==> src/rtl/cmd_seq_pkg.sv <==
package cmd_seq_pkg;

    localparam int BYTE_W   = 8;
    localparam int MAX_DATA = 3;
    localparam int N_CMD    = 7;
    localparam int LEN_W    = 2;
    localparam int FIELD_W  = 2;

    typedef enum logic [2:0] {
        CMD_MASK_WR  = 3'd0,
        CMD_MASK_RD  = 3'd1,
        CMD_THR_WR   = 3'd2,
        CMD_CNT_RD   = 3'd3,
        CMD_PULSE    = 3'd4,
        CMD_WINDOW   = 3'd5,
        CMD_CHAN_SEL = 3'd6
    } cmd_e;

    typedef struct packed {
        logic               hit;
        cmd_e               cmd;
        logic [LEN_W-1:0]   len;
        logic [FIELD_W-1:0] field;
    } cw_info_t;

    function automatic cw_info_t decode_cw(input logic [BYTE_W-1:0] b);
        cw_info_t r;
        r.hit   = 1'b0;
        r.cmd   = CMD_MASK_WR;
        r.len   = '0;
        r.field = '0;
        casez (b)
            8'b0010_0000: begin r.hit = 1'b1; r.cmd = CMD_MASK_WR;  r.len = 2'd3; end
            8'b0110_0000: begin r.hit = 1'b1; r.cmd = CMD_MASK_RD;  r.len = 2'd0; end
            8'b0001_0000: begin r.hit = 1'b1; r.cmd = CMD_THR_WR;   r.len = 2'd2; end
            8'b0101_0000: begin r.hit = 1'b1; r.cmd = CMD_CNT_RD;   r.len = 2'd1; end
            8'b0000_10??: begin r.hit = 1'b1; r.cmd = CMD_PULSE;    r.field = b[1:0]; end
            8'b0000_01??: begin r.hit = 1'b1; r.cmd = CMD_WINDOW;   r.field = b[1:0]; end
            8'b1100_0000: begin r.hit = 1'b1; r.cmd = CMD_CHAN_SEL; r.len = 2'd1; end
            default: ;
        endcase
        return r;
    endfunction

endpackage

==> src/rtl/cmd_seq_decode.sv <==
module cmd_seq_decode
    import cmd_seq_pkg::*;
(
    input  logic [BYTE_W-1:0] byte_in,
    output cw_info_t          info
);

    always_comb begin
        info = decode_cw(byte_in);
    end

endmodule

==> src/rtl/cmd_seq_gap_timer.sv <==
module cmd_seq_gap_timer #(
    parameter int LIMIT = 1000
) (
    input  logic clk,
    input  logic rst,
    input  logic run,
    output logic expire
);

    localparam int CNT_W = $clog2(LIMIT + 1);

    logic [CNT_W-1:0] cnt;

    assign expire = run && (cnt == CNT_W'(LIMIT - 1));

    always_ff @(posedge clk) begin
        if (rst || !run || expire) begin
            cnt <= '0;
        end else begin
            cnt <= cnt + 1'b1;
        end
    end

    AST_GAP_BOUND: assert property (@(posedge clk) disable iff (rst)
        cnt < CNT_W'(LIMIT));

    AST_GAP_RESTART: assert property (@(posedge clk) disable iff (rst)
        !run |=> (cnt == '0));

endmodule

==> src/rtl/cmd_seq_collector.sv <==
module cmd_seq_collector
    import cmd_seq_pkg::*;
#(
    parameter int SLOTS = MAX_DATA
) (
    input  logic                    clk,
    input  logic                    rst,
    input  logic                    clear,
    input  logic                    load,
    input  logic [BYTE_W-1:0]       byte_in,
    output logic [SLOTS*BYTE_W-1:0] payload
);

    logic [SLOTS-1:0] ptr;

    always_ff @(posedge clk) begin
        if (rst) begin
            ptr <= '0;
        end else if (clear) begin
            ptr <= SLOTS'(1);
        end else if (load) begin
            ptr <= ptr << 1;
        end
    end

    for (genvar i = 0; i < SLOTS; i++) begin : g_lane
        always_ff @(posedge clk) begin
            if (rst || clear) begin
                payload[i*BYTE_W +: BYTE_W] <= '0;
            end else if (load && ptr[i]) begin
                payload[i*BYTE_W +: BYTE_W] <= byte_in;
            end
        end
    end

    AST_SLOT_PTR: assert property (@(posedge clk) disable iff (rst)
        $onehot0(ptr));

    AST_LANE_HOLD: assert property (@(posedge clk) disable iff (rst)
        (!clear && !load) |=> $stable(payload));

endmodule

==> src/rtl/cmd_seq.sv <==
module cmd_seq
    import cmd_seq_pkg::*;
#(
    parameter int GAP_LIMIT = 1000
) (
    input  logic                         clk,
    input  logic                         rst,
    input  logic [7:0]                   rx_byte,
    input  logic                         rx_valid,
    output logic [6:0]                   cmd_done,
    output logic [23:0]                  cmd_payload,
    output logic [1:0]                   cmd_field
);

    localparam int ST_W = MAX_DATA + 1;

    // st[r] set means r data bytes still owed; st[0] is the idle state.
    logic [ST_W-1:0]    st;
    cw_info_t           info;
    cmd_e               pend_cmd;
    logic               idle;
    logic               take_cw;
    logic               take_dat;
    logic               last_dat;
    logic               gap_run;
    logic               gap_expire;

    cmd_seq_decode u_decode (
        .byte_in (rx_byte),
        .info    (info)
    );

    assign idle     = st[0];
    assign take_cw  = rx_valid && idle && info.hit;
    assign take_dat = rx_valid && !idle;
    assign last_dat = take_dat && st[1];
    assign gap_run  = !idle && !rx_valid;

    cmd_seq_gap_timer #(
        .LIMIT (GAP_LIMIT)
    ) u_gap (
        .clk    (clk),
        .rst    (rst),
        .run    (gap_run),
        .expire (gap_expire)
    );

    cmd_seq_collector #(
        .SLOTS (MAX_DATA)
    ) u_collect (
        .clk     (clk),
        .rst     (rst),
        .clear   (take_cw),
        .load    (take_dat),
        .byte_in (rx_byte),
        .payload (cmd_payload)
    );

    always_ff @(posedge clk) begin
        if (rst) begin
            st <= ST_W'(1);
        end else if (take_cw) begin
            st <= ST_W'(1) << info.len;
        end else if (take_dat) begin
            st <= st >> 1;
        end else if (gap_expire) begin
            st <= ST_W'(1);
        end
    end

    always_ff @(posedge clk) begin
        if (rst) begin
            pend_cmd  <= CMD_MASK_WR;
            cmd_field <= '0;
        end else if (take_cw) begin
            pend_cmd  <= info.cmd;
            cmd_field <= info.field;
        end
    end

    always_ff @(posedge clk) begin
        cmd_done <= '0;
        if (rst) begin
            cmd_done <= '0;
        end else if (take_cw && (info.len == '0)) begin
            cmd_done[info.cmd] <= 1'b1;
        end else if (last_dat) begin
            cmd_done[pend_cmd] <= 1'b1;
        end
    end

    AST_STATE_ONEHOT: assert property (@(posedge clk) disable iff (rst)
        $countones(st) == 1);

    AST_DONE_SINGLE: assert property (@(posedge clk) disable iff (rst)
        $onehot0(cmd_done));

    AST_DONE_AFTER_BYTE: assert property (@(posedge clk) disable iff (rst)
        (cmd_done != '0) |-> $past(rx_valid));

    AST_DATA_COUNTDOWN: assert property (@(posedge clk) disable iff (rst)
        (!st[0] && rx_valid) |=> (st == ($past(st) >> 1)));

    AST_JUNK_IGNORED: assert property (@(posedge clk) disable iff (rst)
        (st[0] && rx_valid && !info.hit) |=> (st[0] && cmd_done == '0));

    AST_GAP_ABORT: assert property (@(posedge clk) disable iff (rst)
        gap_expire |=> (st[0] && cmd_done == '0));

endmodule

==> config.mk <==
export PLATFORM = sky130hd
export DESIGN_NAME = cmd_seq
export DESIGN_NICKNAME = d
export VERILOG_FILES = /design/src/rtl/cmd_seq_pkg.sv /design/src/rtl/cmd_seq_decode.sv /design/src/rtl/cmd_seq_gap_timer.sv /design/src/rtl/cmd_seq_collector.sv /design/src/rtl/cmd_seq.sv
export SDC_FILE = /design/constraint.sdc
export NUM_CORES = 1
export LEC_CHECK = 0
export BUFFER_PORTS_ARGS = -buffer_cell sky130_fd_sc_hd__buf_2
export CAP_MARGIN = 20
export CORE_ASPECT_RATIO = 1.5
export CORE_MARGIN = 2
export CORE_UTILIZATION = 28
export CTS_CLUSTER_SIZE = 24
export DETAILED_ROUTE_END_ITERATION = 7
export PLACE_DENSITY = 0.53
export REMOVE_ABC_BUFFERS = 1
export SETUP_SLACK_MARGIN = 0.05
export SYNTH_ARGS = -nofsm -noshare
export SYNTH_HDL_FRONTEND = slang
export SYNTH_SLANG_ARGS = --single-unit
export TNS_END_PERCENT = 100
==> constraint.sdc <==
create_clock -name clk -period 1.8 [get_ports clk]
set_input_delay 0.09 -clock clk [delete_from_list [all_inputs] [get_ports clk]]
set_output_delay 0.09 -clock clk [all_outputs]
set_load 0.05 [all_outputs]
Word level (Yosys, flattened, before mapping)
Index checks and enable logic that the tools add are counted.
{"block": "totals", "word_cells": 62, "out_inout_bits": 33, "regBits": 53, "inputBits": 11}
{"block": "op_classes", "addsub": 1, "n_mux": 14, "eq_ne": 8, "reduce_logical": 24, "shifts": 1, "n_lt_le_gt_ge": 4}
{"operator": "4-bit one-hot mux with 7 select lines", "count": 1}
{"operator": "8-bit by 7-bit equality test with 1-bit output, second input constant", "count": 2}
{"operator": "7-bit 2-to-1 mux", "count": 2}
{"operator": "1-bit logical AND", "count": 12}
{"operator": "4-bit 2-to-1 mux", "count": 3}
{"operator": "10-bit by 1-bit adder with 10-bit output, second input constant", "count": 1}
{"operator": "10-bit equality test, second input constant", "count": 1}
{"operator": "8-bit by 5-bit equality test with 1-bit output, second input constant", "count": 1}
{"operator": "8-bit by 6-bit equality test with 1-bit output, second input constant", "count": 1}
{"operator": "8-bit equality test, second input constant", "count": 1}
{"operator": "3-bit by 4-bit < comparator with 1-bit output, second input constant", "count": 2}
{"operator": "1-bit demux with 3-bit select", "count": 2}
{"operator": "6-bit by 1-bit equality test with 1-bit output, second input constant", "count": 1}
{"operator": "6-bit by 2-bit equality test with 1-bit output, second input constant", "count": 1}
{"operator": "3-bit by 1-bit greater-or-equal comparator with 1-bit output, second input constant", "count": 2}
{"operator": "2-bit one-hot mux with 3 select lines", "count": 1}
{"operator": "2-bit OR reduction", "count": 3}
{"operator": "1-bit 2-to-1 mux", "count": 4}
{"operator": "1-bit by 2-bit << shifter with 4-bit output, first input constant", "count": 1}
{"operator": "1-bit logical NOT", "count": 3}
{"operator": "1-bit logical OR", "count": 3}
{"operator": "3-bit nonzero test", "count": 1}
{"operator": "2-bit logical NOT", "count": 1}
{"operator": "2-bit 2-to-1 mux", "count": 1}
{"operator": "2-bit nonzero test", "count": 1}

Logic depth before layout (Yosys ltp)
Gate-level depths: netlist (run 1).
{"block": "depth", "ltp_word": 7, "mapped_depth": 7, "mapped_depth_nobuf": 5}

Modules after synthesis
Synthesis (run 1) repeated with hierarchy kept, for this count alone.
{"block": "hier_totals", "hier_cells": 281, "area_unflattened_um2": 2662.6}
{"mod": "cmd_seq_collector", "seq_area_each_um2": 540.5, "cells_per_inst": 122, "instances": 1, "area_per_inst_um2": 1273.7}
{"mod": "cmd_seq", "seq_area_each_um2": 320.3, "cells_per_inst": 83, "instances": 1, "area_per_inst_um2": 730.7}
{"mod": "cmd_seq_gap_timer", "seq_area_each_um2": 200.2, "cells_per_inst": 51, "instances": 1, "area_per_inst_um2": 476.7}
{"mod": "cmd_seq_decode", "seq_area_each_um2": 0.0, "cells_per_inst": 25, "instances": 1, "area_per_inst_um2": 181.4}

Least setup slack after synthesis (run 1)
Ideal clock, no wire load.
{"block": "synth_timing", "kind": "input to register", "startpoint": "input rx_byte[6]", "endpoint": "register cmd_field[0]", "required_ns": 1.728, "t_arrival_ns": 1.499, "path_buffers": 3, "setup_time_ns": 0.072, "setup_slack_ns": 0.229, "cell_stages": 7, "cell_sequence": "buf_6 > or4_1 > buf_2 > a2bb2oi_2 > a21oi_4 > buf_6 > mux2i_1"}
{"block": "synth_via", "elab_chain_cells": 3, "elab_cells_between_ends": 11, "cone_classes": "7 x eq/ne; 2 x mux; 2 x reduce/logical"}
{"element": "start: declaration", "line_no": "cmd_seq.sv:8", "text": "input logic [7:0] rx_byte,"}
{"element": "8-bit equality test (tied with other cells)", "line_no": "cmd_seq_pkg.sv:32", "text": "casez (b)"}
{"element": "4-bit one-hot mux with 7 select lines / 2-bit OR reduction (equally long branches)"}
{"element": "1-bit logical AND / 2-bit 2-to-1 mux (equally long branches)", "line_no": "cmd_seq.sv:34, cmd_seq_pkg.sv:32"}
{"element": "end signal: assignment", "line_no": "cmd_seq.sv:77", "text": "cmd_field <= info.field;"}
{"element": "end: declaration", "line_no": "cmd_seq.sv:12", "text": "output logic [1:0] cmd_field"}
Several ways; a longest one is shown, not always the timed one.
A chain may end at the register's enable or synchronous reset.

Worst setup path in the final report (run 1)
{"block": "layout_timing", "startpoint": "register u_gap.cnt[0]", "endpoint": "register u_gap.cnt[7]"}
{"block": "layout_via", "elab_chain_cells": 3, "elab_cells_between_ends": 4, "cone_classes": "1 x add/sub; 1 x eq/ne; 2 x reduce/logical"}
{"element": "start: declaration", "line_no": "cmd_seq_gap_timer.sv:12", "text": "logic [CNT_W-1:0] cnt;"}
{"element": "start signal: assignment", "line_no": "cmd_seq_gap_timer.sv:20", "text": "cnt <= cnt + 1'b1;"}
{"element": "parallel branches: the longest is 3 deep, another holds 10-bit by 1-bit adder with 10-bit output"}
Parallel ways; which one is timed is not known.

==> summary by stage, run 1 <==
Yosys
Synthesis produced 249 cells. The simple-gate area share of the yosys netlist is 24.2%. Counting flops and latches in the post-synthesis netlist gives 53.

The portion of synthesized cell area occupied by the leading cell type is between 40 and 50%. Counting flops with a built-in enable in the synthesized netlist gives 0. The count of yosys warnings during synthesis is 0. The multiplexer fraction of the synthesized cell area is between 10 and 15%. The complex-gate fraction of the synthesized area is under 10%. The netlist area before placement is 2330 um^2. Ranked by instance count, the synthesized netlist is headed by sky130_fd_sc_hd__dfxtp_1, sky130_fd_sc_hd__nor3_1, sky130_fd_sc_hd__mux2i_1, sky130_fd_sc_hd__nor2_1, sky130_fd_sc_hd__clkbuf_1. The most instantiated flip-flop cell in the synthesis netlist is sky130_fd_sc_hd__dfxtp_1.

In the post-synthesis netlist, the biggest area contributors are sky130_fd_sc_hd__dfxtp_1, sky130_fd_sc_hd__mux2i_1, sky130_fd_sc_hd__nor3_1. The area share of fa/ha/maj cells after synthesis is 0.537%. Sequential cells were found to cover a little under half of the synthesized design area.

Each instance of the synthesized netlist takes up on average 9.36 um^2. The synthesized netlist devotes 4.13% of its cell area to XOR and XNOR gates. By area, the combinational part of the netlist is dominated by simple AND/OR/NAND/NOR gates. The unique cell type count in the Yosys netlist is 44. The most frequent cell after synthesis is sky130_fd_sc_hd__dfxtp_1. The share of flip-flops with an asynchronous set or reset is 0%. The library cell with the largest summed area after synthesis is sky130_fd_sc_hd__dfxtp_1.

Die
For this configuration, the core starts out at a cell density of 28.9%. The die width is 78.5 um. Pin placement for this block handled 44 I/O pins. The die covers roughly 9100 um^2. The total core area is 8060 um^2. The die is 116 um tall. The number of standard-cell rows in the floorplan is 40.

Clocking
The H-tree level count is 2. The library cell used as clock root buffer is sky130_fd_sc_hd__clkbuf_16. The total clock buffers created by CTS is 5.

After clock tree synthesis, the clock-pin slew on the worst setup and hold paths is 0.07 ns. The tree built by TritonCTS fans out to 53 sinks. The maximum count of clock buffers along a single path is 2. TritonCTS built the clock tree. After clock tree synthesis, the flow added hold-fix buffers numbering 0. The later pin in the worst-skew pair is clocked with a latency of 0.29 ns. The post-cts gate resize count is 0. Buffers added to address setup during post-CTS repair amount to 0.

Cells and area
The repair_antennas step left the layout with diodes totalling 0. In the final layout, the multi-input gates occupy ~1200 um^2. The layout has about 840 filler cells. The area growth from synthesis to layout is 24.0%. The share of post-route cells with drive strength above 1 is 24.3%. Summing all flip-flop and latch instances after layout gives 1060 um^2. The post-layout net count is 312. After routing the design area is about 2900 um^2.

Placed design
After legalization and detailed placement, the total HPWL measured about 4200 um. The count of input and output buffers is 43. The post-detailed-placement cell area is 2730 um^2. Before CTS, the worst setup slack after placement is 0.0943 ns. The last weighted congestion value of the routability-driven placer is 0.789.

STA
In the finished design, the share of the clock period the worst path needs comes to 88.1%. Setup repair after global routing left no endpoint under its margin. The timing-limited maximum frequency is 631 MHz. The final max-slew violation count is 0. Setup violations remaining at the end of the flow were counted as 0. The final-report hold violation count is 0. The minimum clock period is 1.59 ns. The worst clock skew is 0.00429 ns. At the pin with the least slew margin, the transition time is 0.565 ns. After layout, the worst setup slack is 0.215 ns. Adding up every negative setup slack in the final design gives 0 ns. The headroom to the max-slew limit is 61.9%.

Worst setup path
The maximum fanout along the worst path is 9. The cell with the largest stage delay on the worst path is sky130_fd_sc_hd__a31oi_1. Data arrives at the worst endpoint at 1.81 ns.

The maximum cell stage delay along the critical path is 0.41 ns. The worst setup path is launched from a register. The required arrival time at the worst endpoint is 2.03 ns.

STA classifies the critical path endpoint as a register. The worst setup path category is reg -> reg. The critical path goes through ha_1 > a31oi_1 > nand2_1 > nor2_1.

Detailed routing
The total DRC errors in the routed layout is 0. After detailed routing, the total wire length is 5610 um. The detail route stage leaves a number of antenna-violating nets equal to 0. The detailed-route via count is 1922. Before antenna repair, the detailed router went through 4 iterations. Using the TritonRoute via totals, the vias-per-cell ratio works out to 4.73. In the final routed layout, each cell accounts on average for 13.8 um.

The number of DRC violations after detailed-routing iteration 0 is roughly 110.

Hold path
The path class of the tightest hold or removal check is in -> reg.

Power and ir drop
Total power for the finished layout comes to 2.31 mW. Across the VDD grid, the largest voltage drop is 0.343 mV. In this run the static leakage power is 1.28 nW.

In this run the power density over the cells is 798 nW/um^2.

Run
The reported max-cap violation count is 0.

Global route
The initial antenna violation count came to 0. Global routing used around an eighth of the available tracks across all layers. After global routing the overflow that remains totals 0.

Entering global routing, the biggest net connects 27 pins. The number of global-route vias before repair came to 1900. The first-pass GRT wire length is 9200 um.

Run status
The flow ran to the end, and the final reports show no timing, DRC or antenna violations.
[through the flow]
stage          std cells  util [%]  hold slack, ns
5_1_grt              406      35.9           0.135
6_report             406      35.9           0.128
3_3_place_gp         398      33.9           0.437
4_1_cts              406      35.9           0.133
3_5_place_dp         398      33.9           0.441
2_1_floorplan        231         -           0.159
[layout make-up]
type | count | area share (%)
clock buffers | 7 | 5.28
multi-input cells | 175 | 40.1
clock inverters | 1 | 0.173
flip-flops and latches | 53 | 36.7
inverters | 3 | 0.389
well taps | 105 | 4.54
repair buffers | 62 | 12.8
[per-layer routing]
layer	share of wire [%]	GRT usage, %	vias to the layer above	wire, um
li1	-	-	988	-
met1	41	14.0	902	2280
met2	54	23.5	23	3000
met3	3.1	3.35	9	176
met4	2.6	7.49	0	148
met5	0	0	-	0
[where the power goes]
part / internal [mW] / switching, mW
clock network: 0.589 / 0.412
registers: 1.18 / 0.00380
logic: 0.0511 / 0.0742
[worst paths after layout]
path | from | to | slack, ns | cells after the start
worst min register to register | u_gap.cnt[0] | u_gap.cnt[0] | 0.47 | 1
worst min-delay path | rx_byte[1] | cmd_field[1] | 0.13 | 3
worst max register to register | u_gap.cnt[0] | u_gap.cnt[7] | 0.21 | 4
worst max-delay path | u_gap.cnt[0] | u_gap.cnt[7] | 0.21 | 4
[worst max-delay path: cells and delay by family, from the launching register on]
| kind | cells | cell delay, ns |
|---|---|---|
| compound gates | 1 | 0.41 |
| fa+ha+maj | 1 | 0.26 |
| flops | 1 | 0.34 |
| simple gates | 2 | 0.51 |
[placed cells by master, fill, tap and decap left out, drive strengths merged, types with 2 or more instances in the layout]
cell type and n:
inv 3, nand3b 4, xor2 3, a21oi 3
a311oi 2, a41oi 2, clkbuf 7, o22ai 2
a31oi 2, nor2 24, and3 3, xnor2 8
nand2b 9, nor4b 2, dfxtp 53, a22o 2
or3 2, buf 62, nor2b 5, or4 2
nand4 3, o21ai 10, mux2i 26, nand3 6
nand2 10, nor3b 3, nor4 2, nor3 28
[sequential cells by signal, summed over array words and instances, names as in the netlist]
register           count
cmd_field              2
st                     4
u_gap.cnt             10
u_collect.payload     24
cmd_done               7
u_collect.ptr          3
pend_cmd               3
[kinds of logic after synthesis]
logic type	count (synthesis)
xor gates and xnor gates	11
DFF	53
muxes	26
adders and majority gates	1
and+or+nand+nor	106
buffers and inverters	21
AOI/OAI and AO/OA	31
(Power assumes the default switching activity.)
==> run 2, diff against run 1 <==
- CTS_BUF_LIST: default -> sky130_fd_sc_hd__clkbuf_16
==> summary by stage, run 2 (synthesized netlist as in run 1, its figures left out) <==
Cells and area
Relative to the synthesized area, the layout overhead comes to 23.2%. The share of post-route cells with drive strength above 1 is 23.6% (-0.66 points). The number of flip-flops under the largest register name was 24 (unchanged). The count of fill cells added during filler insertion came to 841 (unchanged). The most flop-heavy register is u_collect.payload. Leaving out fill and tap cells, the most frequent cells in the layout are sky130_fd_sc_hd__dfxtp_1, sky130_fd_sc_hd__buf_2, sky130_fd_sc_hd__nor3_1. The largest registers in the layout are u_collect.payload x24, u_gap.cnt x10, cmd_done x7. The post-layout net count came to 312 (unchanged).

The leading cell type in the layout, fill and taps excluded is sky130_fd_sc_hd__dfxtp_1. The number of inserted diodes was 0 (unchanged).

Clocking
The post-cts gate resize count is 0 (unchanged). TritonCTS built the clock tree. The clock edge transition at the registers on the reported setup and hold paths is 0.06 ns (about the same). The library cell used as clock root buffer is sky130_fd_sc_hd__clkbuf_16. The number of hold buffers added after CTS is 0 (unchanged). The maximum count of clock buffers along a single path is 2 (unchanged). The total clock buffers created by CTS came to 5 (unchanged). The number of clock sinks is 53 (unchanged). The H-tree level count is 2 (unchanged). The number of buffers inserted by post-CTS setup repair is 0 (unchanged). The clock insertion delay at the later pin of the skew report came to 0.29 ns (about the same).

Die
The number of standard-cell rows in the floorplan was 40 (unchanged). The total I/O pin count is 44 (unchanged). The starting utilization of the core area is 28.9% (unchanged). The die width is 78.5 um (unchanged). The die height is 116 um (unchanged).

The total core area is 8060 um^2 (unchanged). The die footprint was 9090 um^2 (unchanged).

Hold path
The cell depth of the worst min-delay path is 3 (unchanged). In this run the worst hold path is classified as in -> reg.

Global route
The first-pass GRT wire length is 9190 um (-0.15%). The overall fraction of global-route tracks in use came to 13.1% (-0.033 points). The pin count of the biggest net entering global routing is 27 (unchanged). The initial antenna violation count is 0 (unchanged). The total congestion overflow is 0 (unchanged). The number of global-route vias before repair is 1898 (-0.11%).

Run
The reported max-cap violation count came to 0 (unchanged).

Detailed routing
The total wirelength of the detailed-routed design was 5620 um (+0.16%). The length of the first detailed-routing pass in iterations was 4 (unchanged). The average vias per placed instance is 4.76 (+0.62%). The detailed-route via count is 1934 (+0.62%).

The total DRC errors in the routed layout is 0 (unchanged). The average wire per cell in the routed design is 13.8 um (+0.16%). The number of DRC violations after detailed-routing iteration 0 is 130 (+20%). The number of routed nets with antenna violations came to 0 (unchanged).

Power and ir drop
The power density relative to cell area came to 772 nW/um^2 (-3.3%). The static power due to leakage is 1.27 nW (-0.88%). The maximum vdd drop came to 0.341 mV (-0.59%).

Placed design
The last weighted congestion value of the routability-driven placer is 0.789 (unchanged). The count of input and output buffers is 43 (unchanged). The placed wire-length estimate is 4190 um (unchanged).

Run status
The flow ran to the end, and the final reports show no timing, DRC or antenna violations.

STA
The sum of negative setup slack came to 0 ns (unchanged). The minimum clock period is 1.59 ns (+0.00390 ns). The final-report hold violation count was 0 (unchanged).

The timing-limited maximum frequency is 629 MHz (-0.25%). Setup repair after global routing left no endpoint under its margin. The setup-violating endpoint count in the final report came to 0 (unchanged). The worst-margin pin slew is 0.565 ns (+0.000102 ns).

The final max-slew violation count is 0 (unchanged). The worst clock skew is 0.00289 ns (-0.00140 ns). The worst hold slack after final layout was 0.129 ns (+0.000764 ns). The share of the clock period used by the worst path is 88.3% (+0.22 points).

The headroom to the max-slew limit is 61.9% (about the same).

Worst setup path
The required arrival time at the worst endpoint came to 2.03 ns (about the same). The maximum fanout along the worst path came to 9 (unchanged). The worst setup path is of the reg -> reg kind. The critical path data arrival time was 1.82 ns (about the same). STA classifies the critical path endpoint as a register. The worst setup slack for register-to-register paths is 0.21 ns (about the same). The startpoint type of the worst setup path is a register. The depth of the most critical reg-to-reg path came to 4 (unchanged).
[run 2: cell types whose count changed in the layout (fill, tap and decap cells not counted)]
cell                       delta
sky130_fd_sc_hd__clkinv_1     +2
sky130_fd_sc_hd__clkbuf_8     -2
[run 2: worst max-delay path, cell delays in order (launching register included)]
cell	delay, ns
sky130_fd_sc_hd__dfxtp_1	0.34
sky130_fd_sc_hd__ha_1	0.26
sky130_fd_sc_hd__a31oi_1	0.41
sky130_fd_sc_hd__nand2_1	0.34
sky130_fd_sc_hd__nor2_1	0.18
[run 2: layer usage]
| metal | up-vias | GRT usage, % | part of all wire [%] |
|---|---|---|---|
| met5 | - | 0 | 0 |
| met2 | 23 | 23.5 | 53 |
| met1 | 914 | 13.9 | 41 |
| met4 | 0 | 7.49 | 2.6 |
| met3 | 9 | 3.35 | 3.1 |
| li1 | 988 | - | - |
[run 2: final timing paths]
kind / end / from
setup / recovery: u_gap.cnt[7] / u_gap.cnt[0]
hold reg to reg: cmd_field[1] / cmd_field[1]
setup reg to reg: u_gap.cnt[7] / u_gap.cnt[0]
hold / removal: cmd_field[1] / rx_byte[1]
[run 2: power by group]
group	switching, mW	total [mW]	internal (mW)
sequential	0.00376	1.18	1.18
clock	0.407	0.910	0.504
combinational	0.0743	0.125	0.0511
[run 2: final cells by class]
type                    instances  area (um^2)  area share [%]
clock buffers                   5          125            4.36
clock inverters                 3         12.5           0.436
inverters                       3         11.3           0.392
multi-input cells             175         1160            40.4
flip-flops and latches         53         1060            37.0
well taps                     105          131            4.58
repair buffers                 62          370            12.9
[run 2: metrics by stage]
step / setup WS, ns / std cells / cell area, um^2 / power (mW) / utilization [%]
finish: 0.211 / 406 / 2870 / 2.22 / 35.6
global route: 0.0694 / 406 / 2870 / 2.32 / 35.6
floorplan: 0.0484 / 231 / 2230 / 1.25 / -
global placement: 0.131 / 398 / 2730 / 1.33 / 33.9
detailed placement: 0.0943 / 398 / 2730 / 1.33 / 33.9
CTS: 0.164 / 406 / 2870 / 2.25 / 35.6
==> run 3, diff against run 2 <==
- MAX_ROUTING_LAYER: default -> met4
==> summary by stage, run 3 (synthesized netlist as in run 1, its figures left out) <==
Worst setup path
The family with the most delay on the worst path is simple AND/OR/NAND/NOR gates. The signal on the critical path passes through ha_1 > a31oi_1 > nand2_1 > nor2_1. The maximum fanout along the worst path was 9 (unchanged).

The setup path with the least slack is of type reg -> reg. Among all stages on the critical path, the largest delay is contributed by sky130_fd_sc_hd__a31oi_1. The required arrival time at the worst endpoint was 2.03 ns (about the same). The reg-to-reg startpoint is u_gap.cnt[0]. The maximum cell stage delay along the critical path is 0.42 ns (about the same). The startpoint of the most critical setup path is u_gap.cnt[0]. The number of buffer and inverter stages on the critical path was 0 (unchanged). The logic depth of the worst setup path including buffers is 4 (unchanged). The critical path data arrival time is 1.82 ns (about the same).

The worst setup path is launched from a register. The depth of the most critical reg-to-reg path is 4 (unchanged). The worst setup path is captured at a register.

Die
The die footprint is 9090 um^2 (unchanged). The total I/O pin count is 44 (unchanged). The total core area is 8060 um^2 (unchanged). The die height is 116 um (unchanged). The die width was 78.5 um (unchanged). The number of standard-cell rows in the floorplan came to 40 (unchanged). The starting utilization of the core area is 28.9% (unchanged).

Clocking
The number of hold buffers added after CTS was 0 (unchanged). The H-tree level count was 2 (unchanged). The number of clock sinks is 53 (unchanged). The post-cts gate resize count is 0 (unchanged). The number of buffers inserted by post-CTS setup repair was 0 (unchanged). In this run the clock root is driven by a sky130_fd_sc_hd__clkbuf_16. The clock insertion delay at the later pin of the skew report is 0.29 ns (about the same).

The clock edge transition at the registers on the reported setup and hold paths is 0.06 ns (about the same). The TritonCTS clock tree is built. The total clock buffers created by CTS is 5 (unchanged). The maximum count of clock buffers along a single path is 2 (unchanged).

STA
The minimum clock period was 1.59 ns (+0.00145 ns). The worst-margin pin slew is 0.565 ns (-0.000252 ns). The sum of negative setup slack is 0 ns (unchanged). Setup repair after global routing left no endpoint under its margin. The share of the clock period used by the worst path was 88.4% (about the same). The headroom to the max-slew limit is 61.9% (about the same).

The setup-violating endpoint count in the final report is 0 (unchanged). The final max-slew violation count was 0 (unchanged). The worst hold slack after final layout came to 0.129 ns (+0.000347 ns).

The final-report hold violation count is 0 (unchanged). The worst clock skew was 0.00270 ns (-0.000193 ns). The timing-limited maximum frequency is 629 MHz (about the same).

Hold path
In this run the most critical hold path is launched from rx_byte[1]. The cell depth of the worst min-delay path is 3 (unchanged). The worst min-delay path class is in -> reg.

Power and ir drop
The static power due to leakage is 1.27 nW (unchanged). The combinational share of power is 5.7% (about the same). The switching fraction of total power is 21.9% (about the same). The total net switching power is 0.485 mW (about the same).

The maximum vdd drop came to 0.341 mV (about the same). The part of the total power dissipated in the clock network is 41.1% (about the same). The internal cell power is 1.73 mW (about the same).

The power density relative to cell area was 772 nW/um^2 (about the same). The sequential cell fraction of total power is 53.2% (about the same).

Global route
The pin count of the biggest net entering global routing is 27 (unchanged). The total congestion overflow is 0 (unchanged). The overall fraction of global-route tracks in use is 13.5% (+0.41 points). The number of global-route vias before repair is 1895 (-0.16%).

The first-pass GRT wire length is 9200 um (+0.15%). The initial antenna violation count is 0 (unchanged).

Cells and area
The number of inserted diodes was 0 (unchanged). In the final layout, the registers with the most flip-flops are u_collect.payload x24, u_gap.cnt x10, cmd_done x7. The leading cell type in the layout, fill and taps excluded is sky130_fd_sc_hd__dfxtp_1. The post-layout net count is 312 (unchanged). The number of cells in the finished layout apart from fillers came to 406 (unchanged). The register area is 1060 um^2 (unchanged). The number of flip-flops under the largest register name is 24 (unchanged). The total area of multi-input combinational cells was 1160 um^2 (unchanged).

The count of fill cells added during filler insertion is 841 (unchanged). The share of post-route cells with drive strength above 1 is 23.6% (unchanged). The layout overhead on the synthesized area is 23.2% (unchanged). Counting flops per register, the top entry is u_collect.payload.

In the layout the commonest cells are sky130_fd_sc_hd__dfxtp_1, sky130_fd_sc_hd__buf_2, sky130_fd_sc_hd__nor3_1. The share of the core filled with cells in the final layout was 35.6% (unchanged).

Detailed routing
The detailed-route via count was 1927 (-0.36%). The total DRC errors in the routed layout is 0 (unchanged). The average wire per cell in the routed design is 13.8 um (about the same). The length of the first detailed-routing pass in iterations is 4 (unchanged). The number of DRC violations after detailed-routing iteration 0 is 131 (+0.77%).

The number of routed nets with antenna violations came to 0 (unchanged). The average vias per placed instance came to 4.75 (-0.36%). The total wirelength of the detailed-routed design is 5620 um (about the same).

Placed design
The count of input and output buffers is 43 (unchanged). The cell count after placement is 398 (unchanged). The last weighted congestion value of the routability-driven placer is 0.800 (+1.4%).

The placed wire-length estimate came to 4190 um (unchanged).

Run
The reported max-cap violation count is 0 (unchanged).

Run status
The flow ran to the end, and the final reports show no timing, DRC or antenna violations.
run 3: cell counts in the layout (fill, tap and decap cells not counted):
Identical to the previous run, type by type.
run 3: path summary, 6_finish.rpt:
check	end	slack, ns
max	u_gap.cnt[7]	0.21
min	cmd_field[1]	0.13
max reg2reg	u_gap.cnt[7]	0.21
min reg2reg	cmd_field[1]	0.47
run 3: metal layers:
| layer | share of wire (%) | vias to the layer above | track usage, % |
|---|---|---|---|
| li1 | - | 989 | - |
| met1 | 41 | 906 | 14.0 |
| met2 | 53 | 23 | 23.5 |
| met3 | 2.9 | 9 | 3.27 |
| met4 | 2.6 | 0 | 7.49 |
| met5 | 0 | - | - |
run 3: layout make-up:
type                            instances  area share [%]
Clock inverter                          3           0.436
Clock buffer                            5            4.36
Sequential cell                        53            37.0
Tap cell                              105            4.58
Inverter                                3           0.392
Timing Repair Buffer                   62            12.9
Multi-Input combinational cell        175            40.4
run 3: worst reg2reg max path, cell delays in order, from the launching register on:
cell and delay, ns:
sky130_fd_sc_hd__dfxtp_1 0.34, sky130_fd_sc_hd__ha_1 0.26, sky130_fd_sc_hd__a31oi_1 0.42, sky130_fd_sc_hd__nand2_1 0.34
sky130_fd_sc_hd__nor2_1 0.18
run 3: power by group through the flow:
stage          clock network, mW  registers, mW  logic, mW
3_5_place_dp                   0           1.21      0.127
3_3_place_gp                   0           1.21      0.127
4_1_cts                    0.944           1.18      0.128
5_1_grt                    0.997           1.18      0.139
6_report                   0.911           1.18      0.125
2_1_floorplan                  0           1.21     0.0455
run 3: stage by stage:
stage	area, um^2	worst slack (ns)	power [mW]
final	2870	0.209	2.22
after global routing	2870	0.0621	2.32
after CTS	2870	0.164	2.25
after detailed placement	2730	0.0943	1.33
after global placement	2730	0.131	1.33
after floorplan	2230	0.0484	1.25
